==> src/rtl/gpio_irq_pkg.sv <==
package gpio_irq_pkg;
  localparam int PINS_PER_BANK = 32;
  localparam int WINDOW_BYTES  = 32;

  typedef enum logic [2:0] {
    SEL_DRIVE = 3'd0,
    SEL_MASK  = 3'd1,
    SEL_STAT  = 3'd2,
    SEL_POL   = 3'd3,
    SEL_BOTH  = 3'd4,
    SEL_LEVEL = 3'd5
  } reg_sel_e;
endpackage

==> src/rtl/gpio_sync.sv <==
module gpio_sync #(
  parameter int W = 32
) (
  input  logic         clk,
  input  logic         rst,
  input  logic [W-1:0] async_in,
  output logic [W-1:0] sync_out
);
  logic [W-1:0] stage1_q;

  always_ff @(posedge clk) begin
    if (rst) begin
      stage1_q <= '0;
      sync_out <= '0;
    end else begin
      stage1_q <= async_in;
      sync_out <= stage1_q;
    end
  end
endmodule

==> src/rtl/gpio_event_detect.sv <==
module gpio_event_detect #(
  parameter int W = 32
) (
  input  logic         clk,
  input  logic         rst,
  input  logic [W-1:0] cur,
  input  logic [W-1:0] pol,
  input  logic [W-1:0] both,
  input  logic [W-1:0] level,
  output logic [W-1:0] evt
);
  logic [W-1:0] prev_q;

  always_ff @(posedge clk) begin
    if (rst) prev_q <= '0;
    else     prev_q <= cur;
  end

  for (genvar i = 0; i < W; i++) begin : g_pin
    logic rise, fall;
    assign rise = cur[i] & ~prev_q[i];
    assign fall = ~cur[i] & prev_q[i];
    always_comb begin
      if (level[i])     evt[i] = cur[i];
      else if (both[i]) evt[i] = rise | fall;
      else if (pol[i])  evt[i] = rise;
      else              evt[i] = fall;
    end
  end

  // with level and both-edges clear, a pin never fires on the opposite edge
  a_r3_no_wrong_edge: assert property (@(posedge clk) disable iff (rst)
    ((evt & ~level & ~both & pol & ~cur) == '0));
endmodule

==> src/rtl/gpio_bank.sv <==
module gpio_bank
  import gpio_irq_pkg::*;
#(
  parameter int ACTIVE = 32
) (
  input  logic        clk,
  input  logic        rst,
  input  logic        wr_en,
  input  reg_sel_e    sel,
  input  logic [31:0] wdata,
  input  logic [31:0] pin_raw,
  output logic [31:0] drive_q,
  output logic [31:0] rd_val,
  output logic        pend
);
  localparam logic [31:0] VALID = 32'((64'h1 << ACTIVE) - 64'h1);

  logic [31:0] mask_q, stat_q, pol_q, both_q, level_q;
  logic [ACTIVE-1:0] cur, evt;
  logic [31:0] evt_full, clr;
  logic stat_wr;

  gpio_sync #(.W(ACTIVE)) u_sync (
    .clk(clk), .rst(rst), .async_in(pin_raw[ACTIVE-1:0]), .sync_out(cur)
  );

  gpio_event_detect #(.W(ACTIVE)) u_detect (
    .clk(clk), .rst(rst), .cur(cur),
    .pol(pol_q[ACTIVE-1:0]), .both(both_q[ACTIVE-1:0]),
    .level(level_q[ACTIVE-1:0]), .evt(evt)
  );

  if (ACTIVE < 32) begin : g_narrow
    logic unused_hi;
    assign unused_hi = ^{pin_raw[31:ACTIVE], pol_q[31:ACTIVE],
                         both_q[31:ACTIVE], level_q[31:ACTIVE]};
  end

  assign evt_full = 32'(evt);
  assign stat_wr  = wr_en && (sel == SEL_STAT);
  assign clr      = stat_wr ? wdata : '0;

  always_ff @(posedge clk) begin
    if (rst) begin
      drive_q <= '0;
      mask_q  <= '0;
      pol_q   <= '0;
      both_q  <= '0;
      level_q <= '0;
    end else if (wr_en) begin
      case (sel)
        SEL_DRIVE: drive_q <= wdata;
        SEL_MASK:  mask_q  <= wdata;
        SEL_POL:   pol_q   <= wdata;
        SEL_BOTH:  both_q  <= wdata;
        SEL_LEVEL: level_q <= wdata;
        default: ;
      endcase
    end
  end

  // new events take priority over a clear of the same bit
  always_ff @(posedge clk) begin
    if (rst) stat_q <= '0;
    else     stat_q <= (stat_q & ~clr) | evt_full;
  end

  always_comb begin
    case (sel)
      SEL_DRIVE: rd_val = drive_q;
      SEL_MASK:  rd_val = mask_q;
      SEL_STAT:  rd_val = stat_q;
      SEL_POL:   rd_val = pol_q;
      SEL_BOTH:  rd_val = both_q;
      SEL_LEVEL: rd_val = level_q;
      default:   rd_val = '0;
    endcase
  end

  assign pend = |(stat_q & mask_q);

  // a bit written 1 with no simultaneous event is clear afterwards
  a_r6_w1c_clears: assert property (@(posedge clk) disable iff (rst)
    stat_wr |=> ((stat_q & $past(wdata & ~evt_full)) == '0));
  // any event leaves its status bit set, clear or not
  a_r7_event_wins: assert property (@(posedge clk) disable iff (rst)
    (|evt_full) |=> ((stat_q & $past(evt_full)) == $past(evt_full)));
  // no status above the bank width
  a_r8_no_high_status: assert property (@(posedge clk) disable iff (rst)
    ((stat_q & ~VALID) == '0));
  // mask comes out of reset cleared
  a_r9_mask_reset: assert property (@(posedge clk) disable iff (rst)
    $fell(rst) |-> (mask_q == '0));
endmodule

==> src/rtl/gpio_irq_ctrl.sv <==
module gpio_irq_ctrl
  import gpio_irq_pkg::*;
#(
  parameter int NUM_BANKS  = 3,
  parameter int BANK_WIDTH = 24,
  localparam int BIDX_W    = (NUM_BANKS > 1) ? $clog2(NUM_BANKS) : 1,
  localparam int ADDR_W    = BIDX_W + $clog2(WINDOW_BYTES),
  localparam int PIN_W     = NUM_BANKS * PINS_PER_BANK
) (
  input  logic              clk,
  input  logic              rst,
  input  logic              reg_wr,
  input  logic [ADDR_W-1:0] reg_addr,
  input  logic [31:0]       reg_wdata,
  output logic [31:0]       reg_rdata,
  input  logic [PIN_W-1:0]  pin_in,
  output logic [PIN_W-1:0]  pin_out,
  output logic              irq_o,
  output logic              wake_o
);
  localparam int OFS_W = $clog2(WINDOW_BYTES);

  logic [BIDX_W-1:0] bank_idx;
  reg_sel_e          sel;
  logic [31:0]       bank_rd [NUM_BANKS];
  logic [NUM_BANKS-1:0] pend_vec;
  logic [31:0]       rd_mux;
  logic              unused_addr;

  assign bank_idx    = reg_addr[ADDR_W-1:OFS_W];
  assign sel         = reg_sel_e'(reg_addr[OFS_W-1:2]);
  assign unused_addr = ^reg_addr[1:0];

  for (genvar b = 0; b < NUM_BANKS; b++) begin : g_bank
    gpio_bank #(.ACTIVE(BANK_WIDTH)) u_bank (
      .clk(clk), .rst(rst),
      .wr_en(reg_wr && (bank_idx == BIDX_W'(b))),
      .sel(sel), .wdata(reg_wdata),
      .pin_raw(pin_in[b*PINS_PER_BANK +: PINS_PER_BANK]),
      .drive_q(pin_out[b*PINS_PER_BANK +: PINS_PER_BANK]),
      .rd_val(bank_rd[b]),
      .pend(pend_vec[b])
    );
  end

  always_comb begin
    rd_mux = '0;
    for (int b = 0; b < NUM_BANKS; b++)
      if (bank_idx == BIDX_W'(b)) rd_mux = bank_rd[b];
  end

  always_ff @(posedge clk) begin
    if (rst) begin
      reg_rdata <= '0;
      irq_o     <= 1'b0;
      wake_o    <= 1'b0;
    end else begin
      reg_rdata <= rd_mux;
      irq_o     <= |pend_vec;
      wake_o    <= |pend_vec;
    end
  end

  // the request is raised only after some bank had masked status pending
  a_r9_irq_from_pending: assert property (@(posedge clk) disable iff (rst)
    irq_o |-> $past(|pend_vec));
  // wake tracks the interrupt line cycle for cycle
  a_r10_wake_tracks_irq: assert property (@(posedge clk) disable iff (rst)
    (wake_o == irq_o));
endmodule

==> config.mk <==
export PLATFORM = sky130hd
export DESIGN_NAME = gpio_irq_ctrl
export DESIGN_NICKNAME = d
export VERILOG_FILES = /design/src/rtl/gpio_irq_pkg.sv /design/src/rtl/gpio_sync.sv /design/src/rtl/gpio_event_detect.sv /design/src/rtl/gpio_bank.sv /design/src/rtl/gpio_irq_ctrl.sv
export SDC_FILE = /design/constraint.sdc
export NUM_CORES = 2
export LEC_CHECK = 0
export CAP_MARGIN = 15
export CORE_MARGIN = 2
export CORE_UTILIZATION = 43
export CTS_BUF_LIST = sky130_fd_sc_hd__clkbuf_2
export CTS_CLUSTER_SIZE = 16
export DETAILED_ROUTE_END_ITERATION = 10
export HOLD_SLACK_MARGIN = 0.15
export MAX_ROUTING_LAYER = met4
export SYNTH_ARGS = -nofsm -noshare
export SYNTH_HDL_FRONTEND = slang
export SYNTH_SLANG_ARGS = --single-unit
==> constraint.sdc <==
create_clock -name clk -period 4.26 [get_ports clk]
set_input_delay 0.639 -clock clk [delete_from_list [all_inputs] [get_ports clk]]
set_output_delay 0.639 -clock clk [all_outputs]
set_load 0.02 [all_outputs]
# Word-level counts from Yosys, hierarchy flattened
# Cells that the tools add are included.
totals:
  register_bits: 825
  in_bits: 138
  out_inout_bits: 130
  elab_cells: 657
classes:
  eq_ne: 7
  mux: 225
  bitwise: 372
  n_reduce_logical: 24
ops:
  columns: ["op", "n"]
  rows:
  - ["32-bit case mux with 6 select lines", 3]
  - ["1-bit 2-to-1 mux", 216]
  - ["32-bit bitwise AND", 6]
  - ["32-bit 2-to-1 mux", 6]
  - ["1-bit bitwise AND", 144]
  - ["1-bit inverter", 144]
  - ["32-bit inverter", 3]
  - ["32-bit by 24-bit OR with 32-bit output", 3]
  - ["96-bit OR reduction", 1]
  - ["1-bit OR", 72]
  - ["2-bit AND reduction", 15]
  - ["3-bit by 2-bit == test with 1-bit output (second input constant)", 2]
  - ["3-bit == test (second input constant)", 2]
  - ["1-bit logical AND", 6]
  - ["3-bit by 1-bit == test with 1-bit output (second input constant)", 1]
  - ["3-bit logical NOT", 1]
  - ["2-bit by 1-bit == test with 1-bit output (second input constant)", 1]
  - ["2-bit == test (second input constant)", 1]
  - ["2-bit logical NOT", 1]

# Logic depth before layout (Yosys ltp)
depth:
  depth_word: 7
  depth_mapped: 9
  ltp_nobuf: 7

# Hierarchy
# Synthesis repeated with hierarchy kept, for this count alone.
hier_totals:
  cells_unflattened: 4326
  area_unflattened_um2: 36751.5
by_module_without_submodules:
  columns: ["module", "instances", "cells_each", "area_each_um2", "seq_area_each_um2"]
  rows:
  - ["gpio_bank at g_bank[1].u_bank ...", 2, 1012, 8259.2, 3843.7]
  - ["gpio_bank at g_bank[0].u_bank", 1, 1012, 8079.0, 3843.7]
  - ["gpio_event_detect", 3, 266, 2052.0, 480.5]
  - ["gpio_sync", 3, 101, 1305.0, 960.9]
  - ["gpio_irq_ctrl", 1, 189, 2083.2, 660.6]

# Least setup slack after synthesis
# Ideal clock, no wire load.
synth_path:
  path_type: "input-to-reg"
  start: "input reg_addr[6]"
  end: "register g_bank[0].u_bank.stat_q[16]"
  setup_time_ns: 0.128
  arrival_ns: 1.968
  required_ns: 4.132
  slack_ns: 2.165
  path_stages: 8
  path_buffers: 3
  path_cell_list: "buf_6 -> or3b_1 -> buf_2 -> nor3_4 -> buf_6 -> nand2_1 -> a221oi_2 -> nor2_1"
synth_between:
  elab_chain_cells: 7
synth_lines:
  columns: ["item", "line_no", "source"]
  rows:
  - ["start, declared", "gpio_irq_ctrl.sv:13", "input logic [ADDR_W-1:0] reg_addr,"]
  - ["2-bit logical NOT", "gpio_irq_ctrl.sv:37", ".wr_en(reg_wr && (bank_idx == BIDX_W'(b))),"]
  - ["1-bit logical AND", "gpio_irq_ctrl.sv:37", null]
  - ["1-bit logical AND", "gpio_bank.sv:40", "assign stat_wr = wr_en && (sel == SEL_STAT);"]
  - ["32-bit 2-to-1 mux", "gpio_bank.sv:41", "assign clr = stat_wr ? wdata : '0;"]
  - ["32-bit inverter", "gpio_bank.sv:65", "else stat_q <= (stat_q & ~clr) | evt_full;"]
  - ["32-bit bitwise AND", "gpio_bank.sv:65", null]
  - ["32-bit by 24-bit OR with 32-bit output", "gpio_bank.sv:65", null]
  - ["end signal, assigned", "gpio_bank.sv:65", null]
  - ["end, declared", "gpio_bank.sv:18", "logic [31:0] mask_q, stat_q, pol_q, both_q, level_q;"]
# No other way between the ends.
# A chain may end at the register's enable or synchronous reset.

# Worst setup path after layout
layout_path:
  start: "register g_bank[1].u_bank.drive_q[13]"
  end: "output pin_out[45]"
layout_lines:
  columns: ["item", "line_no", "source"]
  rows:
  - ["start, declared", "gpio_bank.sv:12", "output logic [31:0] drive_q,"]
  - ["start signal, assigned", "gpio_bank.sv:52", "SEL_DRIVE: drive_q <= wdata;"]
  - ["end, declared", "gpio_irq_ctrl.sv:17", "output logic [PIN_W-1:0] pin_out,"]
# No word-level cell between the ends.

==> impl_metrics.tcl <==
set metrics [dict create \
    rows 105 \
    firstDrtPassIters 7 \
    rsz0062_at_grt "false" \
    synth_edf_count 0 \
    ys_async_sr_fraction 0 \
    die_w_um 293 \
    synth_flop_cell "dfxtp_1" \
    power.share.combinational 0.089 \
    multi_input_area_um2 17200 \
    dp_hpwl_um 93600 \
    outcome "finished, final reports clean" \
    initial_core_util 0.435 \
    vias_per_cell 5.71 \
    root_buffer "clkbuf_2" \
    globalRouteOverflowTotal 0 \
    worst_slack_ps 894 \
    p_leak_nw 15.3 \
    clk_latency_ps 1530 \
    ys_seq_area_frac 0.461 \
    fin_util 0.520 \
    peakVddDrop_v 0.000219 \
    worst_slew_pin_slew_ps 1320 \
    vias 33900 \
    critical_path.max_fanout 3 \
    hold_viol_final 0 \
    layout.nets 4979 \
    path_delay_family "buffers and inverters" \
    p_switching_mw 4.37 \
    cp-start-kind "flip-flop" \
    fillers 7866 \
    numCtsBuffers 214 \
    criticalPathCategory "flip-flop to output pin" \
    clockPowerShare 0.376 \
    avgRoutedWirePerCell_um 23.5 \
    cts_num_sinks 825 \
    post-route-period-util 0.790 \
    powerDensity_nw_per_um2 350 \
    grt_usage 0.329 \
    grt_busiest_layer "met2" \
    drv_cap 0 \
    synth_cell_types 55 \
    cp.arrival_ps 2730 \
    grt_use_met2 0.491 \
    routed_wl_um 140000 \
    drive_gt1_frac 0.125 \
    cp_cell_sequence "clkdlybuf4s50_1" \
    power_frac_seq 0.536 \
    syn_nets 4571 \
    syn_area_um2 35800 \
    place_congestion 0.965 \
    ys_seq_elements 825 \
    die_area_um2 85600 \
    post-place-ws_ps 928 \
    clkTransAtPathRegs_ps 110 \
    drtIter0Drc 3748 \
    io_pins 268 \
    p_sw_frac 0.292 \
    clock.fmax_ghz 0.297 \
    final_cell_mix "nand2_1, dfxtp_1, a21oi_1" \
    use_met1 0.422 \
    synth_area_per_cell_um2 8.35 \
    intPower_mw 10.6 \
    grt_pass1_vias 31500 \
    power.total_mw 15.0 \
    die_height_um 293 \
    fin_crit_ps 3370 \
    coreArea_um2 82200 \
    cp-end-kind "output pin" \
    area_delta_synth_final_pct 19.4 \
    ant_nets 0 \
    cts-htree-levels 4 \
    final-max-slew-violation-count 0 \
    slowest_stage "clkdlybuf4s50_1" \
    finalClockSkew_ps 125 \
    clock_path_buffers 3 \
    grt.met3_usage 0.0538 \
    ys_warn_count 0 \
    relSlewSlack 0.116 \
    synth_cells 4289 \
    grt_pass1_wl_um 205000 \
    seqCellArea_um2 16500 \
    portBuffers 241 \
    crit_buf_inv 1 \
    slowest_delay_ps 690 \
    final_common_cell "nand2_1" \
    cts_tree "yes" \
    drc 0 \
    critPathRequiredTime_ps 3620 \
    antenna_found_initial 3 \
    finalSetupViolCount 0 \
    setup_tns_ps 0 \
    grt_start_max_net_pins 137 \
    hold_class "primary input to flip-flop" \
]
==> sequential cells by signal (all words and copies together) (netlist names) <==
register                       count
g_bank.u_bank.drive_q             96
reg_rdata                         32
g_bank.u_bank.mask_q              96
wake_o                             1
g_bank.u_bank.u_detect.prev_q     72
g_bank.u_bank.u_sync.sync_out     72
g_bank.u_bank.u_sync.stage1_q     72
g_bank.u_bank.both_q              96
g_bank.u_bank.stat_q              96
g_bank.u_bank.level_q             96
g_bank.u_bank.pol_q               96
==> path summary, 6_finish.rpt <==
kind                                                                       from                                               to  slack [ps]  cells past startpoint
worst max-delay path                  g_bank[1].u_bank.drive_q[13]$_SDFFE_PP0P_                                      pin_out[45]         890                      1
worst min-delay path                                                 pin_in[55]  g_bank[1].u_bank.u_sync.stage1_q[23]$_SDFF_PP0_         240                      3
worst max register to register           g_bank[0].u_bank.stat_q[10]$_SDFF_PP0_                                wake_o$_SDFF_PP0_        1740                      5
worst min register to register  g_bank[2].u_bank.u_sync.stage1_q[10]$_SDFF_PP0_  g_bank[2].u_bank.u_sync.sync_out[10]$_SDFF_PP0_         350                      1
==> per-layer routing <==
| layer | wire [µm] | part of all wire | up-vias |
|---|---|---|---|
| met5 | 0 | 0 | - |
| met4 | 8440 | 0.060 | 0 |
| li1 | - | - | 15600 |
| met1 | 57200 | 0.41 | 16100 |
| met2 | 61300 | 0.44 | 1809 |
| met3 | 12700 | 0.091 | 393 |
==> power groups by stage <==
| stage | Combinational, mW | Clock, mW | Sequential, mW |
|---|---|---|---|
| 2_1_floorplan | 0.655 | 0 | 8.14 |
| 4_1_cts | 1.30 | 5.74 | 8.01 |
| 3_3_place_gp | 1.19 | 0 | 8.19 |
| 6_report | 1.33 | 5.62 | 8.01 |
| 3_5_place_dp | 1.19 | 0 | 8.19 |
| 5_1_grt | 1.39 | 6.12 | 8.03 |
==> through the flow <==
step | cells | area, µm² | hold WS (ps)
global placement | 5415 | 39400 | 418
CTS | 5924 | 42700 | 153
floorplan | 4289 | 35800 | 414
finish | 5932 | 42700 | 242
global route | 5929 | 42700 | 223
detailed placement | 5415 | 39400 | 420
==> logic make-up (layout without fill, tap and decap cells) <==
family                   after synthesis  in the layout  share of synthesized area
flip-flops                           825            825                      0.461
AO/OA/AOI/OAI                       1121           1121                      0.202
adder cells (fa/ha/maj)              144            144                     0.0503
other                                  0              8                          0
buffers and inverters                495           1060                     0.0596
AND/OR/NAND/NOR                     1576           1576                      0.188
multiplexers                         128            128                     0.0393
==> layout make-up <==
class	count	area share
inverter	147	0.0129
multi-input combinational	2969	0.402
clock buffer	309	0.0362
clock inverter	64	0.00934
antenna	8	0.000468
tap	1070	0.0313
timing repair buffer	540	0.121
sequential	825	0.386
==> cell usage after synthesis (all sizes together), types with 3 or more instances <==
cell,n,area (µm²)
a22oi,167,1250
nand2b,28,175
mux4,4,90.1
mux2i,63,631
a221o,3,30.0
a22o,12,105
nand4,9,56.3
nor2,187,717
a2111oi,7,61.3
o2111a,4,45.0
buf,132,769
and2b,3,22.5
o22ai,14,87.6
nor2b,221,1380
nand2,1083,4070
a311oi,4,35.0
and3,4,25.0
o2111ai,4,35.0
nor4,3,18.8
clkbuf,216,811
a31oi,15,93.8
o211a,4,40.0
inv,147,552
ha,144,1800
a211oi,153,1150
o21ai,26,130
nand3,18,90.1
nor3,11,77.6
o211ai,5,37.5
o221ai,27,236
a21oi,581,2910
a221oi,84,867
dfxtp,825,16500
mux2,61,687
nor3b,5,58.8
==> timing repair <==
item	CTS	global route
resized for setup	0	0
endpoints found under the hold margin	792	0
hold buffers	136	0
setup endpoints to repair	0	0
buffers inserted	0	0
No activity file was read; power rests on OpenSTA's default activity.
